--- src/rtl/hs_bd_mux_pkg.sv ---
package hs_bd_mux_pkg;

    // Set and clear terms of the state-holding cells
    typedef struct packed {
        logic req_set;
        logic req_clr;
        logic cack_set;
        logic cack_clr;
        logic pick_set;
        logic pick_clr;
    } hs_terms_t;

    // Registered input acknowledges
    typedef struct packed {
        logic in0;
        logic in1;
    } hs_acks_t;

    localparam logic PICK_IN0 = 1'b1;

endpackage

--- src/rtl/hs_gc_cell.sv ---
// Set/reset state-holding cell: set wins, otherwise clear, otherwise hold.
module hs_gc_cell #(
    parameter logic RST_VAL = 1'b0
) (
    input  logic clk,
    input  logic rst_n,
    input  logic set_i,
    input  logic clr_i,
    output logic q_o
);
    logic q_d;
    logic q_q;

    always_comb begin
        q_d = q_q;
        if (set_i) begin
            q_d = 1'b1;
        end else if (clr_i) begin
            q_d = 1'b0;
        end
    end

    always_ff @(posedge clk or negedge rst_n) begin
        if (!rst_n) begin
            q_q <= RST_VAL;
        end else begin
            q_q <= q_d;
        end
    end

    assign q_o = q_q;
endmodule

--- src/rtl/hs_data_sel.sv ---
// Bitwise two-way data multiplexer steered by the controller.
module hs_data_sel #(
    parameter int DATA_W = 8
) (
    input  logic              pick1_i,
    input  logic [DATA_W-1:0] d0_i,
    input  logic [DATA_W-1:0] d1_i,
    output logic [DATA_W-1:0] d_o
);
    for (genvar b = 0; b < DATA_W; b++) begin : g_bit
        assign d_o[b] = pick1_i ? d1_i[b] : d0_i[b];
    end
endmodule

--- src/rtl/hs_bd_mux_ctl.sv ---
module hs_bd_mux_ctl
    import hs_bd_mux_pkg::*;
#(
    parameter int DATA_W = 8
) (
    input  logic              clk,
    input  logic              rst_n,
    input  logic              in0_req,
    output logic              in0_ack,
    input  logic [DATA_W-1:0] in0_data,
    input  logic              in1_req,
    output logic              in1_ack,
    input  logic [DATA_W-1:0] in1_data,
    input  logic              ctl_req,
    input  logic              ctl_sel,
    output logic              ctl_ack,
    output logic              out_req,
    input  logic              out_ack,
    output logic [DATA_W-1:0] out_data
);
    hs_terms_t terms;
    hs_acks_t  acks_d;
    hs_acks_t  acks_q;
    logic      pick0_q;   // 1: input 0 remembered, 0: input 1 remembered
    logic      req_q;
    logic      cack_q;

    always_comb begin
        terms.req_set  = ctl_req & ((in1_req & ~pick0_q) | (in0_req & ~ctl_sel));
        terms.req_clr  = ~ctl_req & ((~in1_req & ~pick0_q) | (~in0_req & pick0_q));
        terms.cack_set = out_ack;
        terms.cack_clr = ~out_ack & pick0_q;
        terms.pick_set = ~out_ack & ~ctl_req;
        terms.pick_clr = ctl_req & ctl_sel;
        acks_d.in0     = out_ack & pick0_q;
        acks_d.in1     = out_ack & ~pick0_q;
    end

    always_ff @(posedge clk or negedge rst_n) begin
        if (!rst_n) begin
            acks_q <= '0;
        end else begin
            acks_q <= acks_d;
        end
    end

    hs_gc_cell #(.RST_VAL(1'b0)) u_req_cell (
        .clk(clk), .rst_n(rst_n),
        .set_i(terms.req_set), .clr_i(terms.req_clr), .q_o(req_q)
    );

    hs_gc_cell #(.RST_VAL(1'b0)) u_cack_cell (
        .clk(clk), .rst_n(rst_n),
        .set_i(terms.cack_set), .clr_i(terms.cack_clr), .q_o(cack_q)
    );

    hs_gc_cell #(.RST_VAL(PICK_IN0)) u_pick_cell (
        .clk(clk), .rst_n(rst_n),
        .set_i(terms.pick_set), .clr_i(terms.pick_clr), .q_o(pick0_q)
    );

    hs_data_sel #(.DATA_W(DATA_W)) u_data_sel (
        .pick1_i(~pick0_q),
        .d0_i(in0_data),
        .d1_i(in1_data),
        .d_o(out_data)
    );

    assign out_req = req_q;
    assign ctl_ack = cack_q;
    assign in0_ack = acks_q.in0;
    assign in1_ack = acks_q.in1;
endmodule

--- config.mk ---
export PLATFORM = sky130hd
export DESIGN_NAME = hs_bd_mux_ctl
export DESIGN_NICKNAME = d
export VERILOG_FILES = /design/src/rtl/hs_bd_mux_pkg.sv /design/src/rtl/hs_gc_cell.sv /design/src/rtl/hs_data_sel.sv /design/src/rtl/hs_bd_mux_ctl.sv
export SDC_FILE = /design/constraint.sdc
export NUM_CORES = 1
export LEC_CHECK = 0
export ABC_AREA = 1
export BUFFER_PORTS_ARGS = -buffer_cell sky130_fd_sc_hd__clkbuf_2
export CORE_AREA = 4 4 41 43
export DETAILED_ROUTE_END_ITERATION = 6
export DIE_AREA = 0 0 45 47
export GPL_TIMING_DRIVEN = 0
export PLACE_DENSITY = 0.67
export SYNTH_ARGS = -nofsm -noshare
export SYNTH_HDL_FRONTEND = slang
export SYNTH_SLANG_ARGS = --single-unit
--- constraint.sdc ---
create_clock -name clk -period 1.31 [get_ports clk]
set_clock_uncertainty 0.15 [all_clocks]
set_input_delay 0.262 -clock clk [delete_from_list [all_inputs] [get_ports clk]]
set_output_delay 0.262 -clock clk [all_outputs]
set_load 0.01 [all_outputs]
# Word level (Yosys, flattened, before mapping)
# Cells that the tools add are included.
op_classes:
  n_mux: 14
  n_bitwise: 19
  reduce_logical: 3
op_table:
  columns: ["operator", "count"]
  rows:
  - ["two-way mux 1 bit", 14]
  - ["bitwise AND 1 bit", 11]
  - ["inverter 1 bit", 6]
  - ["nonzero test 2 bit", 3]
  - ["OR 1 bit", 2]
totals:
  regBits: 5
  in_bits: 23
  out_inout_bits: 12
  word_cells: 41

# Longest topological paths before layout
logic_depth:
  word_depth: 6
  mapped_depth: 5
  mapped_depth_nobuf: 5

# Cells and area by module
# A second synthesis with hierarchy kept.
unflattened:
  cells_unflattened: 60
  hier_area_um2: 349.1
by_module_without_submodules:
  columns: ["module", "instances", "cells_per_inst", "area_per_inst_um2"]
  rows:
  - ["hs_bd_mux_ctl", 1, 19, 122.6]
  - ["hs_data_sel", 1, 26, 105.1]
  - ["hs_gc_cell at u_cack_cell ...", 2, 5, 40.0]
  - ["hs_gc_cell at u_pick_cell", 1, 5, 41.3]

# Worst setup path before layout
# Ideal clock, no wire load.
synth_timing:
  path_type: "reg-to-output"
  from: "register u_pick_cell.q_q (netlist: u_pick_cell.q_o)"
  to: "output port out_data[0]"
  arrival_ns: 0.841
  required_time_ns: 0.898
  path_slack_ns: 0.057
  path_stages_with_launch: 4
  path_cell_list: "dfstp_2 -> buf_6 -> nand2_1 -> nand2_1"
synth_between:
  elab_chain_len: 1
synth_lines:
  columns: ["element", "line_no", "rtl"]
  rows:
  - ["start: declaration", "hs_gc_cell.sv:12", "logic q_q;"]
  - ["start signal: assignment", "hs_gc_cell.sv:27", "q_q <= q_d;"]
  - ["two-way mux 1 bit", "hs_data_sel.sv:11", "assign d_o[b] = pick1_i ? d1_i[b] : d0_i[b];"]
  - ["end: declaration", "hs_bd_mux_ctl.sv:19", "output logic [DATA_W-1:0] out_data"]
# Every way passes these cells.

# Worst setup path in the final report
layout_timing:
  from: "register u_pick_cell.q_q (netlist: u_pick_cell.q_o)"
  to: "output port out_data[5]"
# The elaborated chain is that of the path after synthesis.

==> flow_metrics.env <==
export IMPL_power_density_mw_per_mm2=974.4
export IMPL_drv_slew=0
export IMPL_min_path_cells=2
export IMPL_ir_drop_mv=0.3199
export IMPL_cp_arrival_ns=1.19
export IMPL_setup_ws_ns=-0.2921
export IMPL_cts_root_buf="clkbuf_4"
export IMPL_drv_cap=0
export IMPL_wl_microns=888
export IMPL_globalRouteOverflowTotal=0
export IMPL_initial_core_util_pct=24.52
export IMPL_r2r_end="u_pick_cell.q_o$_DFFE_PN1P_"
export IMPL_hold_start="ctl_req"
export IMPL_leakage_nw=0.3743
export IMPL_hold_violations=0
export IMPL_area_delta_synth_final_pct=79.61
export IMPL_rows=13
export IMPL_fin_crit_ns=1.602
export IMPL_min_to="u_pick_cell.q_o$_DFFE_PN1P_"
export IMPL_crit_fanout=5
export IMPL_crit_required_ns=0.90
export IMPL_setup_viol=8
export IMPL_finalNonFillerCells=105
export IMPL_drc=0
export IMPL_max_freq_mhz=624.2
export IMPL_end_kind="output pin"
export IMPL_cts_tree="yes"
export IMPL_min_path_type="input pin to flop"
export IMPL_slowest_stage="dfstp_2"
export IMPL_clk_path_buf_depth=2
export IMPL_drt_initial_drc_count=3
export IMPL_start_kind="flop"
export IMPL_rsz0062_at_grt="true"
export IMPL_synth_top_cell_by_area="nand2_1"
export IMPL_gp_congestion=0.6264
export IMPL_syn_num_nets=72
export IMPL_ff2ff_setup_slack_ns=0.09
export IMPL_die_y_microns=47
export IMPL_grt_pass1_wl_mm=1.255
export IMPL_drive_above_1_share_pct=55.56
export IMPL_first_pass_iters=2
export IMPL_relSlewSlack_pct=88.50
export IMPL_synth_avg_cell_area_sq_um=6.511
export IMPL_cts_reportedPaths_clkPinSlew_ns=0.04
export IMPL_syn_area_sq_um=319.1
export IMPL_yosysTopAreaCellShare_pct=37.65
export IMPL_netlist_top_cells_area="nand2_1 (38%), dfrtp_1 (31%), dfstp_2 (8.2%)"
export IMPL_finalNetCount=114
export IMPL_synth_cell_types=12
export IMPL_grtUsageTotal_pct=8.340
export IMPL_wl_per_cell_microns=8.457
export IMPL_crit_type="flop to output pin"
export IMPL_dieArea_sq_mm=0.002115
export IMPL_reg2reg_depth=4
export IMPL_post_drt_via_cell_ratio=3.933
export IMPL_dp_cells=98
export IMPL_status="finished, violations left"
export IMPL_vias=413
export IMPL_design_core_area_sq_mm=0.001301
export IMPL_r2r_start="u_pick_cell.q_o$_DFFE_PN1P_"
export IMPL_synth_seq_cells=5
export IMPL_cts_sinks=5
export IMPL_fin_crit_sh_pct=122.3
export IMPL_io_buffers=34
export IMPL_grt_pass1_vias=357
export IMPL_antenna_found_initial=0
export IMPL_violations="negative setup slack"
export IMPL_tns_ns=-2.295
export IMPL_fillers=142
export IMPL_max_stage_delay_ns=0.60
export IMPL_hpwl_microns=727.3
export IMPL_tightest_slew_ns=0.1719
export IMPL_grt_max_degree=11
export IMPL_clk_latency_ns=0.24
export IMPL_synthCells=49
export IMPL_yosysSeqAreaShare_pct=39.61
export IMPL_cp_common_cell="nand2_1"
export IMPL_die_width_microns=45
export IMPL_diodes=0
export IMPL_numCtsBuffers=3
export IMPL_htree_levels=1
export IMPL_pin_count=35
export IMPL_ant_nets=0
export IMPL_path_cells="buf_6 > nand2_1 > nand2_1 > buf_2"
export IMPL_ys_warn_count=0
export IMPL_cp_startpoint="u_pick_cell.q_o$_DFFE_PN1P_"
-- layout make-up --
type / count / area (sq um) / area share (%)
Sequential cell: 5 / 126.4 / 22.05
Multi-Input combinational cell: 38 / 168.9 / 29.48
Clock buffer: 4 / 26.28 / 4.585
Timing Repair Buffer: 37 / 198.9 / 34.72
Inverter: 5 / 22.52 / 3.930
Tap cell: 15 / 18.77 / 3.275
Buffer: 1 / 11.26 / 1.965
-- how the worst max path moves through the flow --
stage,to
finish,out_data[5]
global route,out_data[0]
CTS,out_data[5]
detailed placement,out_data[3]
global placement,out_data[0]
floorplan,out_data[0]
-- metrics by stage --
step / total power [mW] / hold slack [ns] / util, % / area [sq um] / worst slack (ns)
after floorplan: 0.2825 / -0.1836 / - / 319.1 / 0.05696
after global placement: 0.3677 / -0.07143 / 39.04 / 508.0 / -0.07522
after detailed placement: 0.3709 / -0.06735 / 39.04 / 508.0 / -0.07683
after CTS: 0.5694 / 0.03100 / 43.65 / 568.0 / -0.3147
after global routing: 0.5912 / 0.04788 / 44.04 / 573.1 / -0.3473
final: 0.5584 / 0.03867 / 44.04 / 573.1 / -0.2921
-- registers in the layout (all words and copies together) (netlist names) --
name / count
in1_ack: 1
in0_ack: 1
u_req_cell.q_o: 1
u_cack_cell.q_o: 1
u_pick_cell.q_o: 1
-- synth_stat cells (all sizes together) --
library cell,instances
dfrtp,4
nor2,2
dfstp,1
a21oi,2
buf,1
inv,4
nand2,34
clkinv,1
-- worst max-delay path, delay by kind of cell (launching register included) --
family | cells | cell delay [ns]
flops | 1 | 0.60
buf+inv | 2 | 0.26
simple gates | 2 | 0.10
-- routing by layer --
metal,global-route usage [%],up-vias,share of wire (%),wire length (microns)
li1,-,226,-,-
met1,9.931,158,40,352
met2,12.71,29,44,390
met3,0.7663,0,16,146
met4,8.772,0,0,0
met5,0,-,0,0
-- cells in the final DEF (no fill, tap or decap), types with 2 or more instances in the layout --
| master | Yosys | final |
|---|---|---|
| nor2_1 | 2 | 2 |
| buf_2 | 0 | 8 |
| nand2_2 | 1 | 5 |
| dfrtp_1 | 4 | 4 |
| inv_1 | 3 | 3 |
| buf_6 | 1 | 2 |
| clkbuf_4 | 0 | 3 |
| nand2_1 | 32 | 28 |
| clkbuf_2 | 0 | 26 |
-- cells by family after synthesis --
logic type	share of synthesized area, %
and+or+nand+nor	45.49
buffers and inverters	10.59
DFF	39.61
AOI/OAI and AO/OA	4.313
-- power by group --
group / internal, mW / switching, mW / leakage, nW
Clock: 0.115 / 0.0586 / 0.0150
Combinational: 0.0969 / 0.102 / 0.300
Sequential: 0.174 / 0.0119 / 0.0591
-- timing repair --
action / in CTS / in global routing
endpoints found under the hold margin: 5 / 0
setup buffers: 1 / 0
resized for setup: 3 / 10
hold buffers: 1 / 0
gates cloned: 1 / 0
pin swaps: 4 / 4
endpoints found under the setup margin: 8 / 8
(Power assumes the default switching activity.)
